[src/rtl/iq_pkg.sv]
`timescale 1ns/1ps
package iq_pkg;
    typedef enum logic [2:0] {
        CL_INT  = 3'd0,
        CL_FP   = 3'd1,
        CL_BR   = 3'd2,
        CL_MEM  = 3'd3,
        CL_MISC = 3'd4
    } iclass_t;

    localparam int NCLASS = 5;

    typedef enum logic [1:0] {
        S_FREE = 2'd0,
        S_HELD = 2'd1,
        S_LIVE = 2'd2
    } slot_st_t;
endpackage

[src/rtl/iq_slot.sv]
`timescale 1ns/1ps
module iq_slot
    import iq_pkg::*;
#(
    parameter int SEQW = 16
) (
    input  logic            clk,
    input  logic            rst_n,
    input  logic            load,
    input  logic [SEQW-1:0] ld_seq,
    input  iclass_t         ld_cls,
    input  logic            ld_rdy,
    input  logic            ld_ns,
    input  logic            wake,
    input  logic            rel_v,
    input  logic [SEQW-1:0] rel_seq,
    input  logic            sq_v,
    input  logic [SEQW-1:0] sq_seq,
    input  logic            issue,
    output logic            busy,
    output logic            elig,
    output logic            kill,
    output logic [SEQW-1:0] seq_o,
    output iclass_t         cls_o
);
    slot_st_t        st;
    logic            rdy;
    logic [SEQW-1:0] seq_q;
    iclass_t         cls_q;

    always_comb begin
        busy  = (st != S_FREE);
        kill  = sq_v && busy && (seq_q > sq_seq);
        elig  = (st == S_LIVE) && rdy && !kill;
        seq_o = seq_q;
        cls_o = cls_q;
    end

    always_ff @(posedge clk) begin
        if (!rst_n) begin
            st    <= S_FREE;
            rdy   <= 1'b0;
            seq_q <= '0;
            cls_q <= CL_INT;
        end else begin
            unique case (st)
                S_FREE: begin
                    if (load) begin
                        st    <= ld_ns ? S_HELD : S_LIVE;
                        seq_q <= ld_seq;
                        cls_q <= ld_cls;
                        rdy   <= ld_rdy | wake;
                    end
                end
                S_HELD: begin
                    rdy <= rdy | wake;
                    if (kill) begin
                        st  <= S_FREE;
                        rdy <= 1'b0;
                    end else if (rel_v && rel_seq == seq_q) begin
                        st <= S_LIVE;
                    end
                end
                S_LIVE: begin
                    rdy <= rdy | wake;
                    if (kill || issue) begin
                        st  <= S_FREE;
                        rdy <= 1'b0;
                    end
                end
                default: st <= S_FREE;
            endcase
        end
    end

    a_r8_held_never_issues: assert property (@(posedge clk) disable iff (!rst_n)
        (st == S_HELD) |-> !issue);
    a_r10_killed_not_issued: assert property (@(posedge clk) disable iff (!rst_n)
        kill |-> !issue);
    a_r9_killed_slot_frees: assert property (@(posedge clk) disable iff (!rst_n)
        kill |=> (st == S_FREE));
    a_r11_issued_slot_frees: assert property (@(posedge clk) disable iff (!rst_n)
        issue |=> (st == S_FREE));
    a_r4_issue_needs_ready: assert property (@(posedge clk) disable iff (!rst_n)
        issue |-> rdy);
endmodule

[src/rtl/iq_select.sv]
`timescale 1ns/1ps
module iq_select
    import iq_pkg::*;
#(
    parameter int N        = 8,
    parameter int SEQW     = 16,
    parameter int CAP_INT  = 2,
    parameter int CAP_FP   = 1,
    parameter int CAP_BR   = 1,
    parameter int CAP_MEM  = 1,
    parameter int CAP_MISC = 3,
    parameter int TOTAL    = 3
) (
    input  logic            clk,
    input  logic            rst_n,
    input  logic [N-1:0]    elig,
    input  logic [SEQW-1:0] seq_arr [N],
    input  iclass_t         cls_arr [N],
    output logic [N-1:0]    grant
);
    localparam int RW = $clog2(N + 1);

    function automatic int cap_of(input iclass_t c);
        case (c)
            CL_INT:  return CAP_INT;
            CL_FP:   return CAP_FP;
            CL_BR:   return CAP_BR;
            CL_MEM:  return CAP_MEM;
            CL_MISC: return CAP_MISC;
            default: return 0;
        endcase
    endfunction

    function automatic logic older(input logic [SEQW-1:0] sa, input logic [SEQW-1:0] sb,
                                   input int ia, input int ib);
        return (sa < sb) || ((sa == sb) && (ia < ib));
    endfunction

    logic [RW-1:0] crank [N];
    logic [RW-1:0] trank [N];
    logic [N-1:0]  cand;

    always_comb begin
        for (int i = 0; i < N; i++) begin
            crank[i] = '0;
            for (int j = 0; j < N; j++) begin
                if (j != i && elig[j] && cls_arr[j] == cls_arr[i] &&
                    older(seq_arr[j], seq_arr[i], j, i))
                    crank[i] = crank[i] + RW'(1);
            end
            cand[i] = elig[i] && (int'(crank[i]) < cap_of(cls_arr[i]));
        end
        for (int i = 0; i < N; i++) begin
            trank[i] = '0;
            for (int j = 0; j < N; j++) begin
                if (j != i && cand[j] && older(seq_arr[j], seq_arr[i], j, i))
                    trank[i] = trank[i] + RW'(1);
            end
            grant[i] = cand[i] && (int'(trank[i]) < TOTAL);
        end
    end

    for (genvar c = 0; c < NCLASS; c++) begin : g_cls_chk
        logic [N-1:0] cls_grant;
        always_comb begin
            for (int i = 0; i < N; i++)
                cls_grant[i] = grant[i] && (cls_arr[i] == iclass_t'(c));
        end
        a_r6_class_cap: assert property (@(posedge clk) disable iff (!rst_n)
            $countones(cls_grant) <= cap_of(iclass_t'(c)));
    end
endmodule

[src/rtl/iq_issue_window.sv]
`timescale 1ns/1ps
module iq_issue_window
    import iq_pkg::*;
#(
    parameter int N        = 8,
    parameter int SEQW     = 16,
    parameter int CAP_INT  = 2,
    parameter int CAP_FP   = 1,
    parameter int CAP_BR   = 1,
    parameter int CAP_MEM  = 1,
    parameter int CAP_MISC = 3,
    parameter int TOTAL    = 3,
    localparam int CW      = $clog2(N + 1)
) (
    input  logic            clk,
    input  logic            rst_n,
    input  logic            ins_valid,
    input  logic [SEQW-1:0] ins_seq,
    input  logic [2:0]      ins_cls,
    input  logic            ins_ready,
    input  logic            ins_nonspec,
    input  logic [N-1:0]    wake,
    input  logic            rel_valid,
    input  logic [SEQW-1:0] rel_seq,
    input  logic            sq_valid,
    input  logic [SEQW-1:0] sq_seq,
    output logic [N-1:0]    issue_mask,
    output logic [CW-1:0]   free_cnt,
    output logic            full
);
    localparam int IW = (N > 1) ? $clog2(N) : 1;

    logic [N-1:0]    busy;
    logic [N-1:0]    elig;
    logic [N-1:0]    kill;
    logic [N-1:0]    load;
    logic [SEQW-1:0] seq_arr [N];
    iclass_t         cls_arr [N];
    logic [IW-1:0]   alloc_idx;
    logic            accept;

    always_comb begin
        free_cnt  = '0;
        alloc_idx = '0;
        for (int i = N - 1; i >= 0; i--) begin
            if (!busy[i]) begin
                free_cnt  = free_cnt + CW'(1);
                alloc_idx = IW'(i);
            end
        end
        full   = (free_cnt == '0);
        accept = ins_valid && !full && !sq_valid;
        for (int i = 0; i < N; i++)
            load[i] = accept && (alloc_idx == IW'(i));
    end

    for (genvar i = 0; i < N; i++) begin : g_slot
        iq_slot #(.SEQW(SEQW)) u_slot (
            .clk     (clk),
            .rst_n   (rst_n),
            .load    (load[i]),
            .ld_seq  (ins_seq),
            .ld_cls  (iclass_t'(ins_cls)),
            .ld_rdy  (ins_ready),
            .ld_ns   (ins_nonspec),
            .wake    (wake[i]),
            .rel_v   (rel_valid),
            .rel_seq (rel_seq),
            .sq_v    (sq_valid),
            .sq_seq  (sq_seq),
            .issue   (issue_mask[i]),
            .busy    (busy[i]),
            .elig    (elig[i]),
            .kill    (kill[i]),
            .seq_o   (seq_arr[i]),
            .cls_o   (cls_arr[i])
        );
    end

    iq_select #(
        .N(N), .SEQW(SEQW), .CAP_INT(CAP_INT), .CAP_FP(CAP_FP), .CAP_BR(CAP_BR),
        .CAP_MEM(CAP_MEM), .CAP_MISC(CAP_MISC), .TOTAL(TOTAL)
    ) u_select (
        .clk     (clk),
        .rst_n   (rst_n),
        .elig    (elig),
        .seq_arr (seq_arr),
        .cls_arr (cls_arr),
        .grant   (issue_mask)
    );

    a_r7_total_cap: assert property (@(posedge clk) disable iff (!rst_n)
        $countones(issue_mask) <= TOTAL);
    a_r3_full_refuses: assert property (@(posedge clk) disable iff (!rst_n)
        (full && !sq_valid && issue_mask == '0) |=> full);
    a_r2_insert_takes_slot: assert property (@(posedge clk) disable iff (!rst_n)
        (ins_valid && !full && !sq_valid && issue_mask == '0) |=>
        (free_cnt == $past(free_cnt) - CW'(1)));
    a_r10_no_issue_of_killed: assert property (@(posedge clk) disable iff (!rst_n)
        (issue_mask & kill) == '0);
endmodule

[config.mk]
export PLATFORM = sky130hd
export DESIGN_NAME = iq_issue_window
export DESIGN_NICKNAME = d
export VERILOG_FILES = /design/src/rtl/iq_pkg.sv /design/src/rtl/iq_slot.sv /design/src/rtl/iq_select.sv /design/src/rtl/iq_issue_window.sv
export SDC_FILE = /design/constraint.sdc
export NUM_CORES = 2
export LEC_CHECK = 0
export BUFFER_PORTS_ARGS = -buffer_cell sky130_fd_sc_hd__buf_2
export CAP_MARGIN = 20
export CORE_MARGIN = 3
export CORE_UTILIZATION = 30
export DETAILED_ROUTE_END_ITERATION = 12
export PLACE_DENSITY = 0.49
export SETUP_SLACK_MARGIN = 0.3
export SYNTH_ARGS = -nofsm -noshare
export SYNTH_HDL_FRONTEND = slang
export SYNTH_SLANG_ARGS = --single-unit
[constraint.sdc]
create_clock -name clk -period 18.4 [get_ports clk]
set_input_delay 2.76 -clock clk [delete_from_list [all_inputs] [get_ports clk]]
set_output_delay 2.76 -clock clk [all_outputs]
set_load 0.005 [all_outputs]
# After elaboration in Yosys (flattened, before gate mapping)
# Cells that the tools add are included.
# totals
reg_bits	176
input_bits	66
word_cells	957
# op_classes
n_addsub	103
magnitude_cmp	80
n_eq_ne	171
n_mux	209
bitwise	16
n_reduce_logical	346
# op_table
op	count
$lt 16x16->1	56
$eq 16x16->1	36
$add 4x1->4 const B	103
$mux 4	103
$lt 5x32->1	8
$logic_and 1x1->1	234
$eq 3x3->1	56
$gt 16x16->1	8
$pmux 2 s3	16
$mux 2	33
$eq 3x2->1 const B	18
$mux 1	41
$eq 3x3->1 const B	12
$logic_or 1x1->1	36
$lt 4x2->1 const B	8
$reduce_and 2->1	16
$eq 3x1->1 const B	9
$logic_not 3->1	9
$mux 3	8
$ne 3x1->1 const B	8
$pmux 1 s3	8
$reduce_and 3->1	8
$reduce_bool 3->1	8
$reduce_or 3->1	8
9 further kinds	75

# Depth between registers and ports, before layout
# logic_depth
word_depth	41
ltp_mapped	60

# Hierarchy
# Synthesis repeated with hierarchy kept, for this count alone.
# unflattened
hier_cells	4165
area_unflattened_um2	32612.5
# modules_own_cells
module	instances	cells_each	area_each_um2	seq_area_each_um2
iq_select	1	2475	19032.0	0.0
iq_slot (g_slot[0].u_slot ...)	6	192	1545.2	440.4
iq_slot (g_slot[6].u_slot ...)	2	192	1567.8	440.4
iq_issue_window	1	154	1173.6	0.0

# Worst setup path after synthesis
# No wires, ideal clock.
# synth_path
path_kind	input to output
startpoint	input sq_seq[9]
endpoint	output issue_mask[4]
arrival_ps	12300
required_ps	15640
path_slack_ps	3340
path_stages	50
path_buffers	1
cell_sequence	inv_1 -> ha_1 -> a21oi_1 -> nor2b_1 -> o21ai_0 -> nand2b_1 -> a21oi_1 -> nor2b_1 -> o21ai_0 -> nand2b_1 -> a221oi_1 -> or4_1 -> and2_1 -> nand2_1 -> nor3_1 -> ha_1 -> or3_1 -> nand2_1 -> [14 not listed] -> ha_1 -> xor2_2 -> inv_1 -> ha_1 -> nand4_1 -> o31ai_2 -> ha_1 -> or3_1 -> o21a_1 -> ha_1 -> nand3_1 -> nand2_1 -> ha_1 -> a2111oi_0 -> nor4_1 -> a21o_1 -> a211oi_2 -> buf_4
# synth_via
elab_chain_len	37
elab_cells_between_ends	286
cone_classes	add/sub: 54; order compare: 17; mux: 63; reduce/logical: 152
# synth_lines
item	line_no	source
from (decl)	iq_issue_window.sv:26	input logic [SEQW-1:0] sq_seq,
$gt 16x16->1	iq_slot.sv:33	kill = sq_v && busy && (seq_q > sq_seq);
$logic_and 1x1->1	iq_slot.sv:33	
$logic_not 1->1	iq_slot.sv:34	elig = (st == S_LIVE) && rdy && !kill;
$logic_and 1x1->1	iq_slot.sv:34	
$logic_and 1x1->1 (2 in a row)	iq_select.sv:47	if (j != i && elig[j] && cls_arr[j] == cls_arr[i] &&
$mux 1	iq_select.sv:47	
$add 4x1->4	iq_select.sv:49	crank[i] = crank[i] + RW'(1);
$mux 4	iq_select.sv:47	
[20 not listed]	-	
$add 4x1->4	iq_select.sv:57	trank[i] = trank[i] + RW'(1);
$mux 4	iq_select.sv:56	if (j != i && cand[j] && older(seq_arr[j], seq_arr[i], j, i))
$add 4x1->4	iq_select.sv:57	
$mux 4	iq_select.sv:56	
$add 4x1->4	iq_select.sv:57	
$mux 4	iq_select.sv:56	
$lt 4x2->1	iq_select.sv:59	grant[i] = cand[i] && (int'(trank[i]) < TOTAL);
$logic_and 1x1->1 (*)	iq_select.sv:59	
to (decl)	iq_issue_window.sv:27	output logic [N-1:0] issue_mask,
# Every way passes the cells marked *; elsewhere a longest branch is shown, timed or not.

# Worst setup path after layout
# Ends and elaborated chain as after synthesis.

==> run_results.csv <==
group,metric,value,unit
power,p_sw_frac,0.512,
place,place_ws,1.12,ns
finish,utilization,0.332,
sta,finalCritPeriodShare,0.934,
die,dieArea,0.111,mm^2
routing,vias_per_cell,5.79,
routing,wire_per_inst,26.3,um
finish,layout_common_cells,"ha_1, nand2_1, a21oi_1",
power,p_comb_frac,0.612,
synthesis,avgSynthCellArea,7.79,um^2
power,max-vdd-ir-drop,0.0759,mV
global_routing,grt_use_total,0.256,
clocking,cts_tree,"built",
clocking,hold_buffers,0,
job,cap_violations,0,
sta,holdWs,0.455,ns
power,power_density,62.9,mW/mm^2
clocking,insertion_delay,0.47,ns
routing,drtIter0Drc,3268,
synthesis,synthArstFlopShare,0,
synthesis,synth-main-ff-cell,"dfxtp_1",
routing,drc,0,
sta,hold_viol,0,
finish,mostFrequentLayoutCell,"ha_1",
critical_path,critPathMaxStageDelay,0.45,ns
die,die_w,333,um
synthesis,synth_cell_types,113,
sta,worst_pin_slew,1.19,ns
sta,period_minus_slack,17.18,ns
sta,report.final.slew_viol_count,0,
power,intPower,1.08,mW
place,detailed_place.area,0.0345,mm^2
critical_path,worstPathRequired,15.64,ns
finish,final_area,0.0352,mm^2
place,port_buffers,78,
place,dp_cells,5550,
die,die_h,333,um
critical_path,path_class,"in2out",
finish,instances_no_fill,5585,
power,switchingPower,1.13,mW
critical_path,start_kind,"primary input",
die,initial_core_util,0.304,
synthesis,synth_fp_nets,4904,
finish,drive_gt1_frac,0.0844,
critical_path,cp_max_fo,8,
place,gp_congestion,0.992,
power,total_power,2.21,mW
finish,final_nets,4958,
clocking,clock-root-buffer,"clkbuf_16",
sta,slew_headroom,0.207,
synthesis,synth_edf_count,0,
critical_path,cp-end-kind,"output pin",
critical_path,slowest_stage,"or3_1",
power,power.share.clock,0.176,
critical_path,crit_arrival,14.42,ns
global_routing,grt_first_pass_wirelength,210000,um
critical_path,path_buf_inv,7,
global_routing,grt_max_degree,91,
synthesis,synth_area,0.0322,mm^2
clocking,cts.clk_slew.worst_paths,0.07,ns
power,power_leakage,16.5,nW
sta,max_freq,0.0582,GHz
synthesis,synth.yosys.seq_area_share,0.110,
critical_path,cpLargestDelayFamily,"simple AND/OR/NAND/NOR gates",
sta,skew,0.0189,ns
critical_path,ff2ff_path_depth,55,
synthesis,ys_seq_elements,176,
clocking,clockBufferDepth,2,
sta,rsz0062_at_grt,"no",
die,core,0.106,mm^2
global_routing,grt_antenna_before_repair,4,
routing,ant_nets,0,
finish,area_delta_synth_final,9.35,%
worst_hold_path,hp-class,"reg2reg",
critical_path,cpMostUsedCell,"ha_1",
global_routing,grt_overflow_total,0,
synthesis,netlist_instances,4126,
sta,setup_ws,1.22,ns
sta,setup_tns,0,ns
routing,vias,32300,
synthesis,yosysWarningCount,0,
routing,routed_wl,147000,um
power,seq_power_share,0.212,
sta,setup_viol,0,
routing,dr.pass1.iters,5,
worst_hold_path,hold_path_depth,2,
run_status,status,"complete, no violations",
clocking,clock_sinks,176,
global_routing,grt_pass1_vias,30100,
die,rows,119,
clocking,cts_max_level,4,
clocking,numCtsBuffers,17,
die,pin_count,79,
place,dp_hpwl,116000,um
critical_path,cp_num_cells,52,
-- cell usage after synthesis (8+ instances only) --
| library cell | n | area, um^2 |
|---|---|---|
| a21o_1 | 76 | 571 |
| ha_1 | 712 | 8910 |
| o21bai_1 | 11 | 82.6 |
| a2111oi_0 | 16 | 140 |
| nand4_1 | 146 | 913 |
| or4_1 | 11 | 82.6 |
| a21oi_1 | 277 | 1390 |
| xnor2_1 | 217 | 1900 |
| a211oi_1 | 33 | 248 |
| nor2b_1 | 54 | 338 |
| o211ai_1 | 31 | 233 |
| nand3_1 | 145 | 726 |
| o41ai_1 | 12 | 105 |
| mux2_2 | 27 | 304 |
| and3_1 | 42 | 263 |
| a31oi_1 | 26 | 163 |
| inv_1 | 275 | 1030 |
| o21a_1 | 48 | 360 |
| nor2_1 | 246 | 923 |
| xnor3_1 | 15 | 338 |
| nand2b_1 | 40 | 250 |
| xor2_1 | 121 | 1060 |
| dfxtp_1 | 176 | 3520 |
| nand3b_1 | 8 | 60.1 |
| o22ai_1 | 15 | 93.8 |
| nor3_1 | 102 | 510 |
| and4_1 | 18 | 158 |
| or3_1 | 33 | 206 |
| o31a_1 | 8 | 70.1 |
| buf_4 | 14 | 105 |
| a21boi_0 | 19 | 143 |
| o31ai_1 | 17 | 128 |
| clkbuf_1 | 118 | 443 |
| or2_2 | 34 | 213 |
| nor4_1 | 46 | 288 |
| and2_1 | 40 | 250 |
| a211o_1 | 18 | 158 |
| buf_2 | 8 | 40.0 |
| mux2i_1 | 98 | 981 |
| buf_1 | 8 | 30.0 |
| a221oi_1 | 12 | 105 |
| o21ai_0 | 140 | 701 |
| nand2_1 | 424 | 1590 |
-- logic make-up (layout without fill, tap and decap cells) --
logic type,Yosys count,count (layout),share of synthesized area
buf+inv,427,494,0.0520
mux,125,125,0.0400
simple gates,1440,1440,0.227
compound gates,879,879,0.183
other cells,0,1,0
flops,176,176,0.110
fa+ha+maj,712,712,0.277
xor+xnor,367,367,0.111
-- timing repair --
item,4_1_cts,5_1_grt
buffers inserted,0,0
endpoints found under the setup margin,0,2
endpoints found under the hold margin,0,0
gates resized for setup,0,3
-- power by group through the flow --
stage,clock network (mW),logic (mW),registers [mW]
CTS,0.391,1.34,0.466
floorplan,0,0.835,0.438
global route,0.402,1.46,0.470
global placement,0,1.33,0.475
finish,0.389,1.35,0.469
detailed placement,0,1.34,0.475
-- worst register-to-register path, delay by kind of cell, from the launching register on --
kind | cells | cell delay (ns)
XOR/XNOR | 2 | 0.73
flip-flops | 1 | 0.61
multiplexers | 1 | 0.33
AND/OR/NAND/NOR | 16 | 2.94
AO/OA/AOI/OAI | 21 | 4.84
buffers and inverters | 5 | 0.82
adder cells (fa/ha/maj) | 10 | 3.06
-- cell type report --
class / count / area (um^2)
diodes: 1 / 2.50
clock buffers: 19 / 443
clock inverters: 13 / 140
fillers: 11200 / 70700
inverters: 278 / 1050
multi-input cells: 3523 / 27000
flip-flops and latches: 176 / 3520
well taps: 1391 / 1740
repair buffers: 184 / 1230
-- registers in the layout (all words and copies together) (netlist names) --
signal and count:
g_slot.u_slot.seq_o 128, g_slot.u_slot.cls_o 24, g_slot.u_slot.st 16, g_slot.u_slot.rdy 8
-- routing by layer --
metal  vias up  global-route usage  routed length, um
met5         -                   0                 17
met4         2               0.138               9420
met3       311              0.0269               9890
met2      1292               0.410              64300
met1     15500               0.338              63500
li1      15200                   -                  -
-- path summary, 6_finish.rpt --
kind | slack, ns | from | end
worst max-delay path | 1.22 | sq_seq[9] | issue_mask[4]
worst min-delay path | 0.46 | g_slot[6].u_slot.seq_o[14] | g_slot[6].u_slot.seq_o[14]
worst max register to register | 4.96 | g_slot[1].u_slot.seq_o[1] | g_slot[4].u_slot.st[0]
worst min register to register | 0.46 | g_slot[6].u_slot.seq_o[14] | g_slot[6].u_slot.seq_o[14]
Note: power is estimated with default switching activity, not from simulation.
